<file path="src/rtl/dram_seq_pkg.sv">
// Shared command encodings, device kinds and step descriptor for the
// power-up sequencer. Assumes a 32-bit command word with the rank field
// at bits [21:20].
package dram_seq_pkg;

    typedef enum logic [1:0] {
        DK_DDR3   = 2'd0,
        DK_LPDDR2 = 2'd1,
        DK_LPDDR3 = 2'd2,
        DK_LP3ALT = 2'd3
    } dram_kind_e;

    localparam logic [3:0] OP_DESEL = 4'd1;
    localparam logic [3:0] OP_PREA  = 4'd2;
    localparam logic [3:0] OP_MRS   = 4'd3;
    localparam logic [3:0] OP_ZQCL  = 4'd4;

    localparam int STEP_W     = 3;
    localparam int MAX_GAP_US = 10;
    localparam int DDR3_VAL_W = 13;

    typedef struct packed {
        logic [31:0] word;
        logic [3:0]  gap_us;
        logic        last;
    } step_t;

    // Word for a DDR3-style command: bank in [19:17], value in [16:4].
    function automatic logic [31:0] ddr3_word(input logic [3:0] op,
                                              input logic [2:0] bank,
                                              input logic [DDR3_VAL_W-1:0] val);
        return {1'b1, 9'd0, 2'b11, bank, val, op};
    endfunction

    // Word for a low-power mode write: address in [19:12], operand in [11:4].
    function automatic logic [31:0] lp_word(input logic [7:0] ma,
                                            input logic [7:0] opnd);
        return {1'b1, 9'd0, 2'b11, ma, opnd, OP_MRS};
    endfunction

endpackage

</file>
<file path="src/rtl/dram_seq_timer.sv">
// Down-counting interval timer. A load sets the count; it then falls by
// one per cycle until zero. Assumes the loaded value fits CNT_W bits.
module dram_seq_timer #(
    parameter int CNT_W = 8
) (
    input  logic             clk,
    input  logic             rst_n,
    input  logic             load_i,
    input  logic [CNT_W-1:0] load_val_i,
    output logic             expired_o
);

    logic [CNT_W-1:0] cnt_q;

    // Count register: load, decrement, or hold at zero.
    always_ff @(posedge clk) begin
        if (!rst_n)
            cnt_q <= '0;
        else if (load_i)
            cnt_q <= load_val_i;
        else if (cnt_q != '0)
            cnt_q <= cnt_q - 1'b1;
    end

    assign expired_o = (cnt_q == '0);


    stays_expired_chk: assert property (@(posedge clk) disable iff (!rst_n)
        (expired_o && !load_i) |=> expired_o);

endmodule

</file>
<file path="src/rtl/dram_seq_rom.sv">
// Step table: maps device kind and step index to a command word, its
// settle gap in microseconds, and an end-of-list flag. Purely combinational.
// Assumes the mode-register inputs are stable during a sequence.
module dram_seq_rom
    import dram_seq_pkg::*;
#(
    parameter int MR_W = 13
) (
    input  dram_kind_e        kind_i,
    input  logic [STEP_W-1:0] idx_i,
    input  logic [MR_W-1:0]   mr0_i,
    input  logic [MR_W-1:0]   mr1_i,
    input  logic [MR_W-1:0]   mr2_i,
    input  logic [MR_W-1:0]   mr3_i,
    input  logic [7:0]        mr11_i,
    output step_t             step_o
);

    localparam logic [DDR3_VAL_W-1:0] DLL_RST = DDR3_VAL_W'(13'h100);

    logic [DDR3_VAL_W-1:0] v0, v1, v2, v3;
    logic                  lp3;

    // Fit the register inputs to the DDR3 value field.
    always_comb begin
        v0 = DDR3_VAL_W'(mr0_i);
        v1 = DDR3_VAL_W'(mr1_i);
        v2 = DDR3_VAL_W'(mr2_i);
        v3 = DDR3_VAL_W'(mr3_i);
    end

    assign lp3 = kind_i[1];

    // Select the descriptor for the current step.
    always_comb begin
        step_o = '{word: 32'd0, gap_us: 4'd0, last: 1'b1};
        if (kind_i == DK_DDR3) begin
            case (idx_i)
                3'd0: step_o = '{ddr3_word(OP_DESEL, 3'd0, '0), 4'd1, 1'b0};
                3'd1: step_o = '{ddr3_word(OP_PREA,  3'd0, '0), 4'd0, 1'b0};
                3'd2: step_o = '{ddr3_word(OP_MRS,   3'd2, v2), 4'd0, 1'b0};
                3'd3: step_o = '{ddr3_word(OP_MRS,   3'd3, v3), 4'd0, 1'b0};
                3'd4: step_o = '{ddr3_word(OP_MRS,   3'd1, v1), 4'd0, 1'b0};
                3'd5: step_o = '{ddr3_word(OP_MRS,   3'd0, v0 | DLL_RST), 4'd0, 1'b0};
                3'd6: step_o = '{ddr3_word(OP_ZQCL,  3'd0, '0), 4'd0, 1'b1};
                default: step_o = '{word: 32'd0, gap_us: 4'd0, last: 1'b1};
            endcase
        end else begin
            case (idx_i)
                3'd0: step_o = '{lp_word(8'h63, 8'h00), 4'(MAX_GAP_US), 1'b0};
                3'd1: step_o = '{lp_word(8'h10, 8'hFF), 4'd1, 1'b0};
                3'd2: step_o = '{lp_word(8'h10, 8'hFF), 4'd1, 1'b0};
                3'd3: step_o = '{lp_word(8'd1, mr1_i[7:0]), 4'd0, 1'b0};
                3'd4: step_o = '{lp_word(8'd2, mr2_i[7:0]), 4'd0, 1'b0};
                3'd5: step_o = '{lp_word(8'd3, mr3_i[7:0]), 4'd0, !lp3};
                3'd6: step_o = '{lp_word(8'd11, mr11_i), 4'd0, 1'b1};
                default: step_o = '{word: 32'd0, gap_us: 4'd0, last: 1'b1};
            endcase
        end
    end

endmodule

</file>
<file path="src/rtl/dram_init_seq.sv">
// Power-up mode-register sequencer. Walks the step table for the latched
// device kind, presents each word with a one-cycle strobe, waits the
// launch interval, then the port's pending flag, then the step's settle
// gap. Assumes the port raises pending within the launch interval.
module dram_init_seq
    import dram_seq_pkg::*;
#(
    parameter int CYCLES_PER_US = 8,
    parameter int MR_W          = 13
) (
    input  logic            clk,
    input  logic            rst_n,
    input  logic            start_i,
    input  logic [1:0]      dram_type_i,
    input  logic [MR_W-1:0] mr0_i,
    input  logic [MR_W-1:0] mr1_i,
    input  logic [MR_W-1:0] mr2_i,
    input  logic [MR_W-1:0] mr3_i,
    input  logic [7:0]      mr11_i,
    input  logic            cmd_pending_i,
    output logic            cmd_wr_o,
    output logic [31:0]     cmd_word_o,
    output logic            busy_o,
    output logic            done_o
);

    localparam int CNT_W   = $clog2(MAX_GAP_US * CYCLES_PER_US + 1);
    localparam int SPACE   = CYCLES_PER_US + 2;
    localparam int SPACE_W = $clog2(SPACE + 1);

    typedef enum logic [2:0] {S_IDLE, S_ISSUE, S_LAUNCH, S_POLL, S_GAP} seq_state_e;

    seq_state_e        state_q;
    logic [STEP_W-1:0] idx_q;
    dram_kind_e        kind_q;
    logic              done_q;
    step_t             step;
    logic              tmr_load, tmr_expired, port_free, has_gap;
    logic [CNT_W-1:0]  tmr_val;

    dram_seq_rom #(.MR_W(MR_W)) u_rom (
        .kind_i (kind_q),
        .idx_i  (idx_q),
        .mr0_i  (mr0_i),
        .mr1_i  (mr1_i),
        .mr2_i  (mr2_i),
        .mr3_i  (mr3_i),
        .mr11_i (mr11_i),
        .step_o (step)
    );

    dram_seq_timer #(.CNT_W(CNT_W)) u_tmr (
        .clk        (clk),
        .rst_n      (rst_n),
        .load_i     (tmr_load),
        .load_val_i (tmr_val),
        .expired_o  (tmr_expired)
    );

    assign port_free = !cmd_pending_i;
    assign has_gap   = (step.gap_us != 4'd0);

    // Timer load: launch interval on issue, settle gap after completion.
    always_comb begin
        tmr_load = (state_q == S_ISSUE) || (state_q == S_POLL && port_free && has_gap);
        if (state_q == S_ISSUE)
            tmr_val = CNT_W'(CYCLES_PER_US - 1);
        else
            tmr_val = CNT_W'(int'(step.gap_us) * CYCLES_PER_US - 1);
    end

    // Sequencer state, step index, latched kind and done pulse.
    always_ff @(posedge clk) begin
        if (!rst_n) begin
            state_q <= S_IDLE;
            idx_q   <= '0;
            kind_q  <= DK_DDR3;
            done_q  <= 1'b0;
        end else begin
            done_q <= 1'b0;
            case (state_q)
                S_IDLE: if (start_i) begin
                    kind_q  <= dram_kind_e'(dram_type_i);
                    idx_q   <= '0;
                    state_q <= S_ISSUE;
                end
                S_ISSUE:  state_q <= S_LAUNCH;
                S_LAUNCH: if (tmr_expired) state_q <= S_POLL;
                S_POLL: if (port_free) begin
                    if (has_gap) begin
                        state_q <= S_GAP;
                    end else if (step.last) begin
                        state_q <= S_IDLE;
                        done_q  <= 1'b1;
                    end else begin
                        idx_q   <= idx_q + 1'b1;
                        state_q <= S_ISSUE;
                    end
                end
                S_GAP: if (tmr_expired) begin
                    if (step.last) begin
                        state_q <= S_IDLE;
                        done_q  <= 1'b1;
                    end else begin
                        idx_q   <= idx_q + 1'b1;
                        state_q <= S_ISSUE;
                    end
                end
                default: state_q <= S_IDLE;
            endcase
        end
    end

    assign cmd_wr_o   = (state_q == S_ISSUE);
    assign cmd_word_o = step.word;
    assign busy_o     = (state_q != S_IDLE);
    assign done_o     = done_q;

    // Cycles since the last strobe, saturating, for the spacing check.
    logic [SPACE_W-1:0] since_wr_q;
    always_ff @(posedge clk) begin
        if (!rst_n)
            since_wr_q <= '0;
        else if (cmd_wr_o)
            since_wr_q <= SPACE_W'(1);
        else if (since_wr_q != '0 && since_wr_q < SPACE_W'(SPACE))
            since_wr_q <= since_wr_q + 1'b1;
    end


    word_format_chk: assert property (@(posedge clk) disable iff (!rst_n)
        cmd_wr_o |-> (cmd_word_o[31] && cmd_word_o[21:20] == 2'b11 && cmd_word_o[30:22] == '0));


    min_spacing_chk: assert property (@(posedge clk) disable iff (!rst_n)
        (cmd_wr_o && since_wr_q != '0) |-> (since_wr_q >= SPACE_W'(SPACE)));


    done_idle_chk: assert property (@(posedge clk) disable iff (!rst_n)
        done_o |-> !busy_o);


    done_after_busy_chk: assert property (@(posedge clk) disable iff (!rst_n)
        $rose(done_o) |-> $past(busy_o));


    no_mr11_lp2_chk: assert property (@(posedge clk) disable iff (!rst_n)
        (cmd_wr_o && kind_q == DK_LPDDR2) |-> (cmd_word_o[19:12] != 8'd11));

endmodule

</file>
<file path="config.mk">
export PLATFORM = sky130hd
export DESIGN_NAME = dram_init_seq
export DESIGN_NICKNAME = d
export VERILOG_FILES = /design/src/rtl/dram_seq_pkg.sv /design/src/rtl/dram_seq_timer.sv /design/src/rtl/dram_seq_rom.sv /design/src/rtl/dram_init_seq.sv
export SDC_FILE = /design/constraint.sdc
export NUM_CORES = 1
export LEC_CHECK = 0
export BUFFER_PORTS_ARGS = -buffer_cell sky130_fd_sc_hd__clkbuf_2
export CORE_MARGIN = 2
export CORE_UTILIZATION = 46
export CTS_BUF_LIST = sky130_fd_sc_hd__clkbuf_8 sky130_fd_sc_hd__clkbuf_16
export DETAILED_ROUTE_END_ITERATION = 10
export PLACE_DENSITY = 0.81
export SYNTH_ARGS = -nofsm -noshare
export SYNTH_HDL_FRONTEND = slang
export SYNTH_SLANG_ARGS = --single-unit
</file>
<file path="constraint.sdc">
create_clock -name clk -period 3.4 [get_ports clk]
set_clock_uncertainty 0.15 [all_clocks]
set_input_delay 0.68 -clock clk [delete_from_list [all_inputs] [get_ports clk]]
set_output_delay 0.68 -clock clk [all_outputs]
set_load 0.01 [all_outputs]
</file>
* Yosys cells after proc, flatten, opt, wreduce, memory -nomap -nowiden
Cells that the tools add are included.
Storage, ports and cells: register bits after elaboration 16
Cells by class: reductions and logical operators 18, muxes and demuxes 24, $add $sub $neg 3, eq/ne operators 15
Operators by type and width (number):
- 37-bit one-hot mux with 7 select lines | 1
- 37-bit one-hot mux with 6 select lines | 1
- 37-bit 2-to-1 mux | 1
- 3-bit 2-to-1 mux | 10
- 7-bit 2-to-1 mux | 3
- 3-bit one-hot mux with 5 select lines | 1
- 7-bit by 1-bit subtractor with 7-bit output (second input constant) | 2
- 3-bit by 2-bit equality test with 1-bit output (second input constant) | 4
- 3-bit equality test (second input constant) | 4
- 2-bit inequality test (second input constant) | 5
- 3-bit one-hot mux with 3 select lines | 1
- 7-bit logical NOT | 1
- 7-bit nonzero test | 1
- 3-bit by 1-bit equality test with 1-bit output (second input constant) | 2
- 3-bit logical NOT | 2
- 3-bit nonzero test | 2
- 1-bit 2-to-1 mux | 5
- 5-bit AND reduction | 1
- 4-bit AND reduction | 1
- 4-bit nonzero test | 1
- 3-bit by 1-bit adder with 3-bit output (second input constant) | 1
- 1-bit logical AND | 2
- 1-bit logical NOT | 2
- 2-bit logical NOT | 1
- other kinds (5) | 5

* Depth between registers and ports, before layout
depth after elaboration 8, depth in mapped cells 12, depth with buffers taken out 11

* Hierarchy
Synthesis repeated with hierarchy kept, for this count alone.
Unflattened totals: cell total of the unflattened synthesis 286, area total of the unflattened synthesis 2152.1 µm²
Modules (own cells, without submodules):
- dram_seq_rom | sequential area each 0.0 µm², instances 1, cells each 166, area an instance 1098.6 µm²
- dram_init_seq | sequential area each 180.2 µm², instances 1, cells each 76, area an instance 641.9 µm²
- dram_seq_timer | sequential area each 140.1 µm², instances 1, cells each 44, area an instance 411.6 µm²

* Worst setup path after synthesis
No wires, ideal clock.
path type register to output, start point reg idx_q[2], end point out cmd_word_o[15], buffers on the path 4, arrival 2269 ps, path slack 301 ps, data required time 2570 ps, stages on the path, launching flop included 12, cells stage by stage dfxtp_1 -> clkbuf_1 -> inv_1 -> clkbuf_1 -> ha_1 -> clkbuf_1 -> or4_4 -> buf_6 -> nand2_1 -> nor2_1 -> a21oi_1 -> o22ai_1
Between the ends: longest elaborated chain between the ends 4
Ends and longest elaborated chain:
- start: declaration | line dram_init_seq.sv:34 | logic [STEP_W-1:0] idx_q;
- start signal: assignment | line dram_init_seq.sv:96 | idx_q <= idx_q + 1'b1;
- start signal: assignment | line dram_init_seq.sv:105 | idx_q <= idx_q + 1'b1;
- 3-bit by 1-bit equality test with 1-bit output / 3-bit by 2-bit equality test with 1-bit output (equally long branches) | line dram_seq_rom.sv:38, dram_seq_rom.sv:49
- 2-bit OR reduction (no line)
- 37-bit one-hot mux with 6 select lines | line dram_seq_rom.sv:49 | case (idx_i)
- 37-bit 2-to-1 mux * | line dram_seq_rom.sv:37 | if (kind_i == DK_DDR3) begin
- end: declaration | line dram_init_seq.sv:22 | output logic [31:0] cmd_word_o,
Every way passes the cells marked *; elsewhere a longest branch is shown, timed or not.

* Worst setup path after layout
start point reg idx_q[1], end point out cmd_word_o[15]
Same word-level chain as after synthesis.

==> summary.md <==
| Metric | Value |
|---|---|
| Max-slew violations | 0 |
| Max-cap violation count | 0 |
| Crit. End Element | output port |
| Synth cell count leaders | a21oi_1 (24), nand2_1 (24), nor2_1 (24) |
| Area growth syn-to-layout | 22.91% |
| Sum Neg Setup Slack | 0 ns |
| Post CTS Setup Buffer Count | 0 |
| Vias per cell | 5.839 |
| Post-place setup slack | 0.5064 ns |
| Post-Synthesis Cells | 264 |
| Async SR Flop Fraction | 0% |
| Worst IR drop on VDD | 0.4008 mV |
| Crit Path Category | register to output port |
| Vias | 2254 |
| Remaining Overflow, GRT | 0 |
| Worst Reg2Reg Path Length in Cells | 10 |
| Clk slew on worst S/H paths | 0.06 ns |
| Clock buffer depth | 2 |
| Worst-Skew Late Latency | 0.25 ns |
| Final core occ | 58.90% |
| # hold bufs at CTS | 0 |
| Startpoint Class | register |
| CTS Sinks | 16 |
| Row count | 23 |
| PnR worst setup slack | 0.2722 ns |
| Placed standard-cell area | 2315 sq um |
| CTS tree | built |
| Pin count of the biggest net entering global routing | 29 |
| Clock root cell | clkbuf_8 |
| Worst EP required | 2.57 ns |
| WHS | 0.3986 ns |
| Clock power share | 13.7% |
| Synth area leaders | dfxtp_1 (17%), ha_1 (6.5%), a21oi_1 (6.3%), buf_4 (5.1%), nand2_1 (4.7%) |
| Max-slew headroom | 63.24% |
| Arrival time worst endpoint | 2.30 ns |
| Width of the die | 68.55 microns |
| Post-route cell area | 2356 sq um |
| Register area share after synthesis | 16.71% |
| Final setup viols | 0 |
| Gpl congestion | 0.8771 |
| Top-area cell type share of the netlist area | 16.71% |
| WL/cell | 14.38 microns |
| Reg-to-reg endpoint | idx_q[1]$_SDFFE_PN0P_ |
| RSZ-0062 raised after global routing | no |
| P_int | 590.3 uW |
| Flop-to-flop setup slack | 0.42 ns |
| Die ar. | 4699 sq um |
| Mapped Area | 1917 sq um |
| First-pass GRT wire length | 7.983 mm |
| I/O pin cnt | 101 |
| Post-detail-place hpwl | 4.199 mm |
| Final wirelength | 5.551 mm |
| Port Buf Inserts | 88 |
| Net Sw Power | 456.7 uW |
| Fraction of final layout cells sized beyond drive strength 1 | 31.85% |
| Antenna-violating nets left | 0 |
| PD cells | 444.4 nW/um^2 |
| Syn Area/Cell | 7.261 sq um |
| # DRC | 0 |
| Crit path from | idx_q[1]$_SDFFE_PN0P_ |
| Sequential power share | 26.1% |
| Die height | 68.55 microns |
| Core area | 4000 sq um |
| Yosys top cell by area | dfxtp_1 |
| F_max | 319.7 MHz |
| Multi-input logic area | 1401 sq um |
| Initial antenna violation count | 0 |
| Register area | 320.3 sq um |
| EDFF count, synth | 0 |
| Leak pwr | 0.001113 uW |
| Fillers | 394 |
| GRT Overall Usage | 21.46% |
| Post_cts resized | 0 |
| Crit path capture | cmd_word_o[15] |
| Fin crit share | 91.99% |
| Fin. Hold Viols | 0 |
| FF-to-FF Start | idx_q[1]$_SDFFE_PN0P_ |
| Initial Utilization | 47.92% |
| Hold WC Path Type | register to register |
| Number of global-route vias before repair | 1919 |
| Drt first pass iters | 7 |
| Sw frac | 43.62% |
| Distinct cells, synth | 46 |
| Min Tclk post-route | 3.128 ns |
| Outcome | completed |
| Comb pwr share | 60.2% |
| Synth warn | 0 |
| Crit Path Max Fanout | 11 |
| DRT iter0 DRCs | 230 |
| Worst-margin pin slew | 0.5503 ns |
| CTS H-tree lvls | 1 |
| Inserted Diodes | 0 |
| Synth Register Bits | 16 |
| CTS buffer count | 3 |
| Layout Nets | 415 |
| Synth Flop Type | dfxtp_1 |
[cell usage in the layout, fill, tap and decap left out, types with 3 or more instances in the layout]
cell type and instances:
nand3_1 7, a31oi_1 4, mux2i_1 6, a211oi_1 8, conb_1 11, o22ai_1 6
o21a_1 4, clkbuf_8 3, dfxtp_1 16, a22oi_1 8, a221oi_1 7, a22o_1 6
or2_2 3, nor2b_1 7, xnor2_1 4, a21oi_1 24, nor3_1 3, buf_4 8
inv_1 8, and3_1 5, nor2_1 24, nand2_1 24, ha_1 10, o21ai_0 7
nand2b_1 5, a222oi_1 8, and2_1 3, clkbuf_2 88
[how the worst min path moves through the flow]
| stage | start | end | slack [ns] | cells after the start |
|---|---|---|---|---|
| after floorplan | idx_q[1]$_SDFFE_PN0P_ | idx_q[1]$_SDFFE_PN0P_ | 0.35 | 2 |
| after global placement | kind_q[0]$_SDFFE_PN0P_ | kind_q[0]$_SDFFE_PN0P_ | 0.38 | 2 |
| after detailed placement | idx_q[1]$_SDFFE_PN0P_ | idx_q[1]$_SDFFE_PN0P_ | 0.40 | 2 |
| after CTS | idx_q[1]$_SDFFE_PN0P_ | idx_q[1]$_SDFFE_PN0P_ | 0.40 | 2 |
| after global routing | idx_q[1]$_SDFFE_PN0P_ | idx_q[1]$_SDFFE_PN0P_ | 0.43 | 2 |
| final | idx_q[1]$_SDFFE_PN0P_ | idx_q[1]$_SDFFE_PN0P_ | 0.40 | 2 |
[sequential cells by signal (all words and copies together), names as in the netlist]
| register | flops |
|---|---|
| u_tmr.cnt_q | 7 |
| idx_q | 3 |
| state_q | 3 |
| kind_q | 2 |
| done_o | 1 |
[routing by layer]
metal	track usage (%)	vias to the layer above	wire length, microns
met5	0	-	0
met2	37.74	99	2790
met4	6.500	0	96
met1	26.68	1044	2301
li1	-	1101	-
met3	3.409	10	363
[per-stage QoR]
stage / power, uW / std cells
floorplan: 744.0 / 274
global placement: 881.6 / 383
detailed placement: 902.5 / 383
CTS: 1048 / 386
global route: 1130 / 386
finish: 1047 / 386
[power groups by stage]
stage | sequential [uW] | clock (uW) | combinational [uW]
final | 273 | 143 | 630
after global routing | 278 | 156 | 696
after CTS | 273 | 145 | 630
after detailed placement | 277 | 0 | 626
after global placement | 275 | 0 | 607
after floorplan | 262 | 0 | 482
[cells by family (layout without fill, tap and decap cells)]
group	count (synthesis)	in the layout	synth area share, %
simple gates	86	86	21.67
fa+ha+maj	11	11	7.572
xor+xnor	5	5	2.284
flops	16	16	16.71
other cells	1	11	0.1956
buf+inv	45	107	12.14
mux	6	6	3.133
compound gates	94	94	36.29
[area by class of cell]
type                    instances  share of cell area (%)
flip-flops and latches         16                   13.60
clock buffers                   3                   1.753
well taps                      50                   2.655
repair buffers                 96                   21.24
inverters                       8                   1.275
multi-input cells             213                   59.48
[critical path, stage by stage, from the launching register on]
cell      delay [ns]
dfxtp_1         0.42
inv_1           0.09
ha_1            0.32
or4_4           0.65
nand2_1         0.16
nor2_1          0.07
a21oi_1         0.11
o22ai_1         0.09
clkbuf_2        0.13
Note: power is estimated with default switching activity, not from simulation.
